--- config.mk ---
export PLATFORM = sky130hd
export DESIGN_NAME = uart_chan_router
export DESIGN_NICKNAME = d
export VERILOG_FILES = /design/src/rtl/uart_router_pkg.sv /design/src/rtl/router_fifo.sv /design/src/rtl/chan_steer.sv /design/src/rtl/rx_idle_timer.sv /design/src/rtl/uart_chan_router.sv
export SDC_FILE = /design/constraint.sdc
export NUM_CORES = 1
export LEC_CHECK = 0
export ABC_AREA = 1
export BUFFER_PORTS_ARGS = -buffer_cell sky130_fd_sc_hd__buf_2
export CAP_MARGIN = 20
export CORE_AREA = 2 2 341 343
export CTS_CLUSTER_SIZE = 14
export DETAILED_ROUTE_END_ITERATION = 16
export DIE_AREA = 0 0 343 345
export HOLD_SLACK_MARGIN = 0.06
export PLACE_DENSITY = 0.59
export SLEW_MARGIN = 10
export SYNTH_ARGS = -nofsm -noshare
export SYNTH_HDL_FRONTEND = slang
export SYNTH_HIERARCHICAL = 1
export SYNTH_SLANG_ARGS = --single-unit
--- constraint.sdc ---
create_clock -name clk -period 3.8 [get_ports clk]
set_input_delay 0.57 -clock clk [delete_from_list [all_inputs] [get_ports clk]]
set_output_delay 0.57 -clock clk [all_outputs]
set_load 0.1 [all_outputs]
--- src/rtl/uart_router_pkg.sv ---
package uart_router_pkg;
    typedef enum logic [1:0] {
        CHM_NORMAL = 2'd0,
        CHM_ECHO   = 2'd1,
        CHM_LOCAL  = 2'd2,
        CHM_REMOTE = 2'd3
    } chan_mode_e;

    typedef enum logic [1:0] {
        TMR_IDLE = 2'd0,
        TMR_RUN  = 2'd1,
        TMR_FIRE = 2'd2
    } tmr_state_e;

    localparam int CTL_W        = 9;
    localparam int CTL_RX_RST   = 0;
    localparam int CTL_TX_RST   = 1;
    localparam int CTL_RX_EN    = 2;
    localparam int CTL_RX_DIS   = 3;
    localparam int CTL_TX_EN    = 4;
    localparam int CTL_TX_DIS   = 5;
    localparam logic [CTL_W-1:0] CTL_RESET = 9'h128;
endpackage

--- src/rtl/router_fifo.sv ---
module router_fifo #(
    parameter int DEPTH = 64,
    parameter int DW    = 8,
    localparam int AW   = (DEPTH > 1) ? $clog2(DEPTH) : 1,
    localparam int CW   = $clog2(DEPTH + 1)
) (
    input  logic          clk,
    input  logic          rst_n,
    input  logic          clear,
    input  logic          push,
    input  logic          pop,
    input  logic [DW-1:0] din,
    output logic [DW-1:0] dout,
    output logic [CW-1:0] count,
    output logic          full,
    output logic          empty
);
    logic [DW-1:0] mem [DEPTH];
    logic [AW-1:0] wptr, rptr;
    logic          do_push, do_pop;

    assign full    = (count == CW'(DEPTH));
    assign empty   = (count == '0);
    assign do_push = push && !full && !clear;
    assign do_pop  = pop && !empty && !clear;
    assign dout    = mem[rptr];

    function automatic logic [AW-1:0] bump(input logic [AW-1:0] p);
        return (p == AW'(DEPTH - 1)) ? '0 : p + AW'(1);
    endfunction

    always_ff @(posedge clk) begin
        if (do_push) mem[wptr] <= din;
    end

    always_ff @(posedge clk or negedge rst_n) begin
        if (!rst_n) begin
            wptr  <= '0;
            rptr  <= '0;
            count <= '0;
        end else if (clear) begin
            wptr  <= '0;
            rptr  <= '0;
            count <= '0;
        end else begin
            if (do_push) wptr <= bump(wptr);
            if (do_pop)  rptr <= bump(rptr);
            unique case ({do_push, do_pop})
                2'b10:   count <= count + CW'(1);
                2'b01:   count <= count - CW'(1);
                default: count <= count;
            endcase
        end
    end
endmodule

--- src/rtl/chan_steer.sv ---
module chan_steer
    import uart_router_pkg::*;
(
    input  logic [1:0] mode,
    output logic       line_to_rx,
    output logic       line_to_tx,
    output logic       host_to_rx,
    output logic       host_to_tx
);
    chan_mode_e m;
    assign m = chan_mode_e'(mode);

    always_comb begin
        line_to_rx = 1'b0;
        line_to_tx = 1'b0;
        host_to_rx = 1'b0;
        host_to_tx = 1'b0;
        unique case (m)
            CHM_NORMAL: begin line_to_rx = 1'b1; host_to_tx = 1'b1; end
            CHM_ECHO:   begin line_to_rx = 1'b1; line_to_tx = 1'b1; end
            CHM_LOCAL:  host_to_rx = 1'b1;
            CHM_REMOTE: line_to_tx = 1'b1;
        endcase
    end
endmodule

--- src/rtl/rx_idle_timer.sv ---
module rx_idle_timer
    import uart_router_pkg::*;
#(
    parameter int LIMIT = 64,
    localparam int TW   = (LIMIT > 1) ? $clog2(LIMIT) : 1
) (
    input  logic clk,
    input  logic rst_n,
    input  logic kick,
    input  logic cancel,
    output logic expired
);
    tmr_state_e    state, state_n;
    logic [TW-1:0] cnt, cnt_n;

    always_ff @(posedge clk or negedge rst_n) begin
        if (!rst_n) begin
            state <= TMR_IDLE;
            cnt   <= '0;
        end else begin
            state <= state_n;
            cnt   <= cnt_n;
        end
    end

    always_comb begin
        state_n = state;
        cnt_n   = cnt;
        unique case (state)
            TMR_IDLE: if (kick) begin
                state_n = TMR_RUN;
                cnt_n   = TW'(LIMIT - 1);
            end
            TMR_RUN: if (kick) begin
                cnt_n = TW'(LIMIT - 1);
            end else if (cnt == '0) begin
                state_n = TMR_FIRE;
            end else begin
                cnt_n = cnt - TW'(1);
            end
            TMR_FIRE: if (kick) begin
                state_n = TMR_RUN;
                cnt_n   = TW'(LIMIT - 1);
            end else begin
                state_n = TMR_IDLE;
            end
            default: state_n = TMR_IDLE;
        endcase
        if (cancel) state_n = TMR_IDLE;
    end

    always_comb begin
        expired = (state == TMR_FIRE);
    end
endmodule

--- src/rtl/uart_chan_router.sv ---
module uart_chan_router
    import uart_router_pkg::*;
#(
    parameter int DEPTH       = 64,
    parameter int CHAR_CYCLES = 16,
    parameter int TO_CHARS    = 4,
    localparam int CW         = $clog2(DEPTH + 1),
    localparam int LIMIT      = TO_CHARS * CHAR_CYCLES
) (
    input  logic             clk,
    input  logic             rst_n,
    input  logic [1:0]       mode,
    input  logic             cfg_wr,
    input  logic [CTL_W-1:0] cfg_wdata,
    output logic [CTL_W-1:0] ctrl_o,
    input  logic             host_wr,
    input  logic [7:0]       host_wdata,
    input  logic             host_rd,
    output logic [7:0]       host_rdata,
    input  logic             line_rx_valid,
    input  logic [7:0]       line_rx_data,
    output logic             line_tx_valid,
    output logic [7:0]       line_tx_data,
    input  logic             line_tx_ready,
    output logic [CW-1:0]    rx_count,
    output logic [CW-1:0]    tx_count,
    output logic             rx_overrun,
    output logic             tx_overrun,
    output logic             rx_timeout
);
    logic [CTL_W-1:0] ctrl_q;
    logic rx_on, tx_on, rx_clear, tx_clear;
    logic line_to_rx, line_to_tx, host_to_rx, host_to_tx;
    logic rx_req, tx_req, rx_push, tx_push, rx_pop, tx_pop;
    logic rx_full, rx_empty, tx_full, tx_empty;
    logic [7:0] rx_din, tx_din, rx_head;

    // control register: soft-reset bits never stored
    always_ff @(posedge clk or negedge rst_n) begin
        if (!rst_n)      ctrl_q <= CTL_RESET;
        else if (cfg_wr) ctrl_q <= cfg_wdata & ~(CTL_W'(1) << CTL_RX_RST) & ~(CTL_W'(1) << CTL_TX_RST);
    end
    assign ctrl_o   = ctrl_q;
    assign rx_on    = ctrl_q[CTL_RX_EN] && !ctrl_q[CTL_RX_DIS];
    assign tx_on    = ctrl_q[CTL_TX_EN] && !ctrl_q[CTL_TX_DIS];
    assign rx_clear = cfg_wr && cfg_wdata[CTL_RX_RST];
    assign tx_clear = cfg_wr && cfg_wdata[CTL_TX_RST];

    chan_steer steer_i (
        .mode       (mode),
        .line_to_rx (line_to_rx),
        .line_to_tx (line_to_tx),
        .host_to_rx (host_to_rx),
        .host_to_tx (host_to_tx)
    );

    assign rx_req  = rx_on && !rx_clear &&
                     ((line_rx_valid && line_to_rx) || (host_wr && host_to_rx));
    assign tx_req  = tx_on && !tx_clear &&
                     ((line_rx_valid && line_to_tx) || (host_wr && host_to_tx));
    assign rx_push = rx_req && !rx_full;
    assign tx_push = tx_req && !tx_full;
    assign rx_pop  = host_rd && rx_on && !rx_empty && !rx_clear;
    assign tx_pop  = line_tx_ready && !tx_empty && !tx_clear;
    assign rx_din  = host_to_rx ? host_wdata : line_rx_data;
    assign tx_din  = host_to_tx ? host_wdata : line_rx_data;

    router_fifo #(.DEPTH(DEPTH), .DW(8)) rx_fifo_i (
        .clk(clk), .rst_n(rst_n), .clear(rx_clear), .push(rx_push), .pop(rx_pop),
        .din(rx_din), .dout(rx_head), .count(rx_count), .full(rx_full), .empty(rx_empty)
    );

    router_fifo #(.DEPTH(DEPTH), .DW(8)) tx_fifo_i (
        .clk(clk), .rst_n(rst_n), .clear(tx_clear), .push(tx_push), .pop(tx_pop),
        .din(tx_din), .dout(line_tx_data), .count(tx_count), .full(tx_full), .empty(tx_empty)
    );

    assign line_tx_valid = !tx_empty;

    always_ff @(posedge clk or negedge rst_n) begin
        if (!rst_n) begin
            host_rdata <= '0;
            rx_overrun <= 1'b0;
            tx_overrun <= 1'b0;
        end else begin
            if (host_rd) host_rdata <= rx_pop ? rx_head : 8'h00;
            rx_overrun <= rx_req && rx_full;
            tx_overrun <= tx_req && tx_full;
        end
    end

    rx_idle_timer #(.LIMIT(LIMIT)) timer_i (
        .clk(clk), .rst_n(rst_n), .kick(rx_push), .cancel(rx_clear), .expired(rx_timeout)
    );
endmodule

== Yosys cells after proc, flatten, opt, wreduce, memory -nomap -nowiden ==
Memories as Yosys holds them, arrays and structs flattened.
Cells that the tools add are included.

* Add/subtract/negate cells: 9
* Equality and inequality tests: 20
* Mux-type cells: 37
* Reduce and logical (&&, ||, !) cells: 56

{| class="wikitable"
|+ Operator list
! kind !! count
|-
| 6-bit 2-to-1 mux || 15
|-
| 1-bit logical AND || 29
|-
| 7-bit one-hot mux with 2 select lines || 2
|-
| 6-bit by 1-bit adder with 6-bit output (second input constant) || 4
|-
| 6-bit == test (second input constant) || 4
|-
| 8-bit 2-to-1 mux || 3
|-
| 7-bit by 1-bit adder with 7-bit output (second input constant) || 2
|-
| 7-bit == test (second input constant) || 2
|-
| 7-bit logical NOT || 2
|-
| 7-bit 2-to-1 mux || 2
|-
| 7-bit by 1-bit subtractor with 7-bit output (second input constant) || 2
|-
| 6-bit one-hot mux with 2 select lines || 1
|-
| 2-bit == test (second input constant) || 5
|-
| 2-bit nonzero test || 5
|-
| 1-bit 2-to-1 mux || 9
|-
| 2-bit by 1-bit == test with 1-bit output (second input constant) || 4
|-
| 1-bit logical NOT || 8
|-
| 2-bit 2-to-1 mux || 4
|-
| 6-bit logical NOT || 1
|-
| 3-bit by 1-bit != test with 1-bit output (second input constant) || 2
|-
| 3-bit by 2-bit != test with 1-bit output (second input constant) || 2
|-
| 2-bit one-hot mux with 3 select lines || 1
|-
| 3-bit AND reduction || 2
|-
| 3-bit nonzero test || 2
|-
| other kinds (5) || 9
|}

* Register bits after elaboration: 63
* Bits in writable memories: 1024
* Bits of input ports: 34
* Word-level logic and storage cells: 136
* Memories kept: 2

{| class="wikitable"
|+ Memory list
! name !! words !! width !! rd ports !! clocked after Yosys merged registers in !! wr ports !! line !! RTL
|-
| rx_fifo_i.mem || 64 || 8 || 1 || 0 || 1 || router_fifo.sv:18 || <nowiki>logic [DW-1:0] mem [DEPTH];</nowiki>
|-
| tx_fifo_i.mem || 64 || 8 || 1 || 0 || 1 || router_fifo.sv:18 ||
|}

== Longest topological paths before layout ==
Gate-level depths: netlist of the first run.

* Depth in word-level cells: 12
* Depth in mapped cells: 18
* Mapped depth without buffers: 18

== Hierarchy ==
Netlist of the first run, hierarchy kept.

{| class="wikitable"
|+ By module, submodules not included
! module !! instances !! cells an instance !! area each (um2) !! seq. area each (um2)
|-
| router_fifo || 2 || 1871 || 22081.2 || 15850.2
|-
| uart_chan_router || 1 || 125 || 950.9 || 429.2
|-
| rx_idle_timer || 1 || 73 || 551.8 || 200.2
|-
| chan_steer || 1 || 4 || 17.5 || 0.0
|}

== Worst setup path before layout of the first run ==
OpenSTA, ideal clock, no wires.

* Path kind: input-to-reg
* From: input mode[1]
* To: memory rx_fifo_i.mem[0][5], data pin
* Setup time: 0.702 ns
* Arrival: 3.367 ns
* Data required time: 3.098 ns
* Path slack: -0.268 ns
* Stages: 4
* Buffers on the path: 1
* Cell sequence: inv_2 -> nor2_2 -> buf_4 -> o21ai_0

* Longest elaborated chain between the ends: 3

{| class="wikitable"
|+ RTL lines
! what !! line !! RTL
|-
| start, declared || uart_chan_router.sv:12 || <nowiki>input logic [1:0] mode,</nowiki>
|-
| 2-bit == test || chan_steer.sv:18 || <nowiki>unique case (m)</nowiki>
|-
| 1-bit 2-to-1 mux || chan_steer.sv:18 ||
|-
| net host_to_rx || uart_chan_router.sv:33 || <nowiki>logic line_to_rx, line_to_tx, host_to_rx, host_to_tx;</nowiki>
|-
| 8-bit 2-to-1 mux || uart_chan_router.sv:65 || <nowiki>assign rx_din = host_to_rx ? host_wdata : line_rx_data;</nowiki>
|-
| net rx_din[5] || uart_chan_router.sv:36 || <nowiki>logic [7:0] rx_din, tx_din, rx_head;</nowiki>
|-
| end, declared || router_fifo.sv:18 ||
|}

The timed path passes the listed nets, and every way through them passes these cells.

== Worst setup path in the final report of the first run ==
* From: register tx_fifo_i.rptr[1]
* To: output line_tx_data[7]

* Longest elaborated chain between the ends: 1

{| class="wikitable"
|+ RTL lines
! what !! line !! RTL
|-
| start, declared || router_fifo.sv:19 || <nowiki>logic [AW-1:0] wptr, rptr;</nowiki>
|-
| start signal, assigned || router_fifo.sv:47 || <nowiki>if (do_pop) rptr <= bump(rptr);</nowiki>
|-
| memory 64 x 8 bit || - ||
|-
| end, declared || uart_chan_router.sv:23 || <nowiki>output logic [7:0] line_tx_data,</nowiki>
|}

Every way passes these cells.

==> reports/metrics.cfg, run 1 <==
[status]
status=completed

[timing]
setup_tns_ps=0
max_freq_ghz=0.2698
worst_hold_slack_ps=48.98
fin_crit_ps=3707
fin_crit_sh_pct=97.54
finalHoldViolCount=0
rsz0062_at_grt=no
worst_slew_pin_slew_ps=1136
skew_ps=18.50
final-setup-viol-count=0
relSlewSlack_pct=23.99
slew_viol_final=0

[yosys]
synth_cell_types=43
synthArstFlopShare_pct=5.796
synth_commonest_cells=nand2_1, edfxtp_1, nand3_1, nor2_1
synthesis.instances=3944
ys_seq_elements=1087
syn_area_per_cell_um2=11.58
synth_xor_area_share_pct=0.3451
synth_top_area_cell=edfxtp_1
synth_ff_type=edfxtp_1
synth_top_family_by_area=simple AND/OR/NAND/NOR gates
synth-edff-count=1024
synth_mux_area_share_pct=0.1233
synth-simple-area-share_pct=19.97
synth_area_leaders=edfxtp_1, nand2_1, nand3_1, dfrtp_1, a21oi_1
synth_area_um2=45680
synthDominantCellAreaShare_pct=67.31
synth_most_common_cell=nand2_1
ys_warn_count=6
synth-compound-area-share_pct=4.982
synthAdderAreaFrac_pct=0.5259
yosysSeqAreaShare_pct=70.77

[clocking]
clk_latency_ps=680
postCtsHoldBufs=0
clockRootBuffer=clkbuf_16
numCtsBuffers=104
cts_tree=built
clkTransAtPathRegs_ps=60
clock_sinks=1087
htreeDepth=3
cts_buffer_depth=3

[flow_run]
maxCapViolCount=0

[critical_path]
crit_path_frequent_cell=nand2_1
r2r_cells=10
crit_cells=8
cp-endpoint=line_tx_data[7]
cp.arrival_ps=3140
worstSetupStartpoint=tx_fifo_i/rptr[1]
max_stage_delay_ps=590
cp.buffers_inverters=2
rr_endpoint=tx_fifo_i/mem[55][6]
worstSetupPathType=flop to output port
critPathMaxFanout=33
worstPathRequired_ps=3230
r2r-start=tx_fifo_i/count[0]
start_kind=flop
crit_family=simple AND/OR/NAND/NOR gates
reg2reg_slack_ps=650
slowest_stage=dfrtp_2
end_kind=output port
path_cells=nand2_2 > buf_4 > o211ai_1 > nand3_2 > nand2_1 > nand2_1 > nand2_1 > buf_12

[min_path]
min_path_type=primary input to asynchronous set/reset pin

[power]
irDropWorstVdd_v=0.0005432
power.total_uw=33060
power_density_nw_per_um2=635.2
p_leak_uw=0.01917

[final_layout]
area_delta_synth_final_pct=13.92
final_nets=4127
drive_above_1_share_pct=11.37
multi_input_area_um2=12050
regArea_um2=32340
nFillCells=10440

[global_routing]
grt_antenna_before_repair=1
grt-ovfl-total=0
grt_max_degree=84
grt_pass1_vias=28770
grt_pass1_wl_mm=178.2
grtUsageTotal_pct=19.70

[routing]
routed_wl_mm=118.1
viasPerCell=5.283
wl_per_cell_um=20.80
drt_iter0_drc=2969
vias=30000
drc=0
antenna_left=0
dr.pass1.iters=6

[floorplan]
die_w_um=343
die-area_um2=118300
initial_core_util_pct=39.69
rows=125
num_io_pins=77
fp.coreArea_um2=115100
die_height_um=345

[place]
gp_congestion=0.8199
portBuffers=74
dp_hpwl_mm=70.09

-- how the worst min path moves through the flow --
stage                  start                  to  slack [ps]  depth (start not counted)
2_1_floorplan          rst_n           ctrl_o[2]         270                          0
3_3_place_gp   host_rdata[3]       host_rdata[3]         470                          2
3_5_place_dp   host_rdata[3]       host_rdata[3]         490                          2
4_1_cts                rst_n  tx_fifo_i/count[0]          80                          1
5_1_grt                rst_n  tx_fifo_i/count[0]         100                          1
6_report               rst_n  tx_fifo_i/count[0]          50                          1
-- metal layers --
| layer | global-route usage, % | up-vias | share of wire [%] |
|---|---|---|---|
| met2 | 30.58 | 1046 | 46 |
| met1 | 29.06 | 14730 | 45 |
| met5 | 0 | - | 0 |
| li1 | - | 14060 | - |
| met3 | 2.956 | 165 | 7.3 |
| met4 | 4.830 | 0 | 2.0 |
-- sequential cells by signal (all words and copies together) (netlist names) --
name and flops:
timer_i/state 2, rx_fifo_i/wptr 6, tx_fifo_i/count 7, rx_fifo_i/mem 512, tx_fifo_i/mem 512, rx_overrun 1, host_rdata 8, tx_fifo_i/rptr 6
rx_fifo_i/rptr 6, rx_fifo_i/count 7, tx_overrun 1, timer_i/cnt 6, ctrl_o 7, tx_fifo_i/wptr 6
-- placed cells by master, fill, tap and decap left out, types with 14 or more instances in the layout --
cell	n
nand2_1	1391
edfxtp_1	1024
nand3_1	538
nor2_1	163
buf_4	146
a21oi_1	134
clkbuf_16	106
o211ai_1	80
inv_1	66
buf_2	66
a21boi_0	64
dfrtp_1	56
o21ai_0	32
clkbuf_1	24
buf_12	21
clkinv_1	17
o21ai_4	16
a21boi_1	16
ha_1	16
clkinv_2	14
nand4_4	14
o22ai_1	14
-- per-stage QoR --
step	instance area [um2]	cells	worst slack (ps)	util, %
global placement	48510	5487	408.2	42.14
global route	52040	5677	5.889	45.21
floorplan	45690	3945	-268.5	-
finish	52040	5678	93.36	45.21
CTS	52030	5677	21.49	45.20
detailed placement	48510	5487	301.3	42.14
-- where the power goes --
part / switching, uW / total, uW / internal [uW]
Combinational: 6540 / 8980 / 2440
Sequential: 271 / 13600 / 13400
Clock: 4380 / 10500 / 6080
Total: 11200 / 33100 / 21900
-- cell families after synthesis --
kind of cell / count (synthesis)
AOI/OAI and AO/OA: 368
other: 1
buffers and inverters: 302
xor gates and xnor gates: 18
muxes: 5
DFF: 1087
and+or+nand+nor: 2145
adders and majority gates: 18
-- what timing repair did --
item                                    in CTS  in global routing
gates resized for setup                      6                  4
setup buffers                                5                  0
endpoints found under the hold margin        0                  0
cloned                                       1                  0
pin swaps                                    1                  0
endpoints found under the setup margin       8                  2
-- final cells by class --
cell class,instances,share of cell area (%)
Inverter,88,0.6852
Tap cell,1524,3.664
Timing Repair Buffer,238,3.799
Antenna cell,1,0.004808
Multi-Input combinational cell,2556,23.15
Clock inverter,45,1.046
Sequential cell,1087,62.14
Clock buffer,139,5.508
No activity file was read; power rests on OpenSTA's default activity.
==> run 2: changes to the inputs <==
clock period = 3.49 ns   (was 3.8 ns; I/O delays follow)
==> reports/metrics.cfg, run 2 (same netlist as run 1, synthesis figures left out) <==
[routing]
vias=30470  ; +1.6%
routed_wl_mm=121.7  ; +3.0%
dr.max_layer_used=met5
wl_per_cell_um=21.19  ; +1.9%
drc=0  ; unchanged
wl_met3_mm=9.228  ; +6.4%
viasPerCell=5.307  ; +0.47%
drt_iter0_drc=3115  ; +4.9%
antenna_left=0  ; unchanged
met1_length_mm=54.64  ; +3.0%
dr.pass1.iters=8  ; +2
routed-wl-met2_mm=55.48  ; +2.6%

[clocking]
clkTransAtPathRegs_ps=60  ; about the same
clock_sinks=1087  ; unchanged
cts_tree=built
htreeDepth=3  ; unchanged
clk_latency_ps=680  ; about the same
numCtsBuffers=103  ; -0.96%
cts_buffer_depth=3  ; unchanged
clockRootBuffer=clkbuf_16

[global_routing]
grtUsageTotal_pct=20.14  ; +0.44 points
grt_pass1_vias=29140  ; +1.3%
grt_max_degree=106  ; +26%
grt_antenna_before_repair=1  ; unchanged
grt-ovfl-total=0  ; unchanged
grt_pass1_wl_mm=182.2  ; +2.2%

[final_layout]
n_antenna_cell=0  ; -1
layout_common_cells=nand2_1, edfxtp_1, nand3_1
area_delta_synth_final_pct=15.89
final_common_cell=nand2_1
final_nets=4185  ; +1.4%
reg.largest.list=rx_fifo_i/mem: 512 flops, tx_fifo_i/mem: 512 flops, host_rdata: 8 flops
drive_above_1_share_pct=12.54  ; +1.2 points
fin_cells=5741  ; +1.1%
postLayoutCoreUtil_pct=45.99  ; +0.78 points

[place]
dp_slack_ps=136.7  ; -164.6 ps
portBuffers=74  ; unchanged
gp_congestion=0.8449  ; +3.0%
dp_hpwl_mm=71.12  ; +1.5%
dp_cells=5522  ; +0.64%

[floorplan]
initial_core_util_pct=39.69  ; unchanged
die-area_um2=118300  ; unchanged
die_height_um=345  ; unchanged
rows=125  ; unchanged
num_io_pins=77  ; unchanged
fp.coreArea_um2=115100  ; unchanged
die_w_um=343  ; unchanged

[status]
status=completed

[timing]
skew_ps=22.40  ; +3.901 ps
fin_crit_ps=3431
setup_tns_ps=0  ; unchanged
fin_ws_ps=59.20  ; -34.16 ps
worst_hold_slack_ps=92.86  ; +43.88 ps
finalHoldViolCount=0  ; unchanged
relSlewSlack_pct=24.90  ; +0.92 points
max_freq_ghz=0.2915
slew_viol_final=0  ; unchanged
fin_crit_sh_pct=98.30
worst_slew_pin_slew_ps=1122  ; -13.69 ps
final-setup-viol-count=0  ; unchanged

[critical_path]
start_kind=flop
worstPathRequired_ps=2970  ; -260 ps
cp.arrival_ps=2910  ; -230 ps
critPathMaxFanout=18  ; -45%
worstSetupPathType=flop to output port
end_kind=output port

[power]
p_leak_uw=0.01961  ; +2.3%
power_density_nw_per_um2=690.8  ; +8.7%
irDropWorstVdd_v=0.0005053  ; -7.0%

[flow_run]
maxCapViolCount=0  ; unchanged

[min_path]
min_path_type=primary input to flop

[run 2: timing repair]
action,4_1_cts,5_1_grt
setup endpoints to repair,8,8
resized for setup,17,21
endpoints found under the hold margin,66,0
hold buffers,7,0
cloned,3,6
pin swaps,3,3
buffers inserted,5,9
[run 2: layer usage]
layer | GRT usage [%] | vias to the layer above
li1 | - | 14180
met3 | 3.286 | 165
met4 | 5.115 | 2
met5 | 0 | -
met1 | 29.60 | 15080
met2 | 31.11 | 1046
[run 2: path summary, 6_finish.rpt]
| path | start | end | slack (ps) | cells past startpoint |
|---|---|---|---|---|
| max in group asynchronous | rst_n | rx_fifo_i/rptr[0] | 2760 | 3 |
| worst min-delay path | cfg_wdata[3] | ctrl_o[3] | 90 | 3 |
| worst max register to register | rx_fifo_i/count[0] | rx_fifo_i/mem[7][2] | 460 | 10 |
| min in group asynchronous | rst_n | tx_fifo_i/count[2] | 390 | 3 |
| worst min register to register | host_rdata[4] | host_rdata[4] | 490 | 2 |
| worst max-delay path | tx_fifo_i/rptr[0] | line_tx_data[1] | 60 | 13 |
[run 2: power by group]
part / switching (uW) / internal, uW / total, uW
Clock: 4810 / 6340 / 11200
Combinational: 7510 / 3150 / 10700
Sequential: 218 / 14500 / 14800
Total: 12500 / 24000 / 36600
[run 2: through the flow]
stage / total power [uW] / instance area, um2
floorplan: 21730 / 45690
global placement: 24900 / 48980
detailed placement: 24990 / 48990
CTS: 36340 / 52610
global route: 38090 / 52940
finish: 36570 / 52940
[run 2: critical path: stages (launching register included)]
cell and delay, ps:
dfrtp_4 490, buf_12 150, clkinv_8 110, buf_4 160, clkbuf_16 190, nand2_1 60
nand2_1 60, nand2_1 50, nand3_1 140, nand3_1 220, nand2_1 170, nand2_1 100
nand2_4 140, buf_12 180
[run 2: cell type report]
type / count / area [um2]
timing repair buffer: 297 / 2907
multi-input combinational: 2556 / 12110
clock inverter: 54 / 584.3
tap: 1524 / 1907
clock buffer: 135 / 2739
fill: 10460 / 62170
sequential: 1087 / 32340
inverter: 88 / 355.3
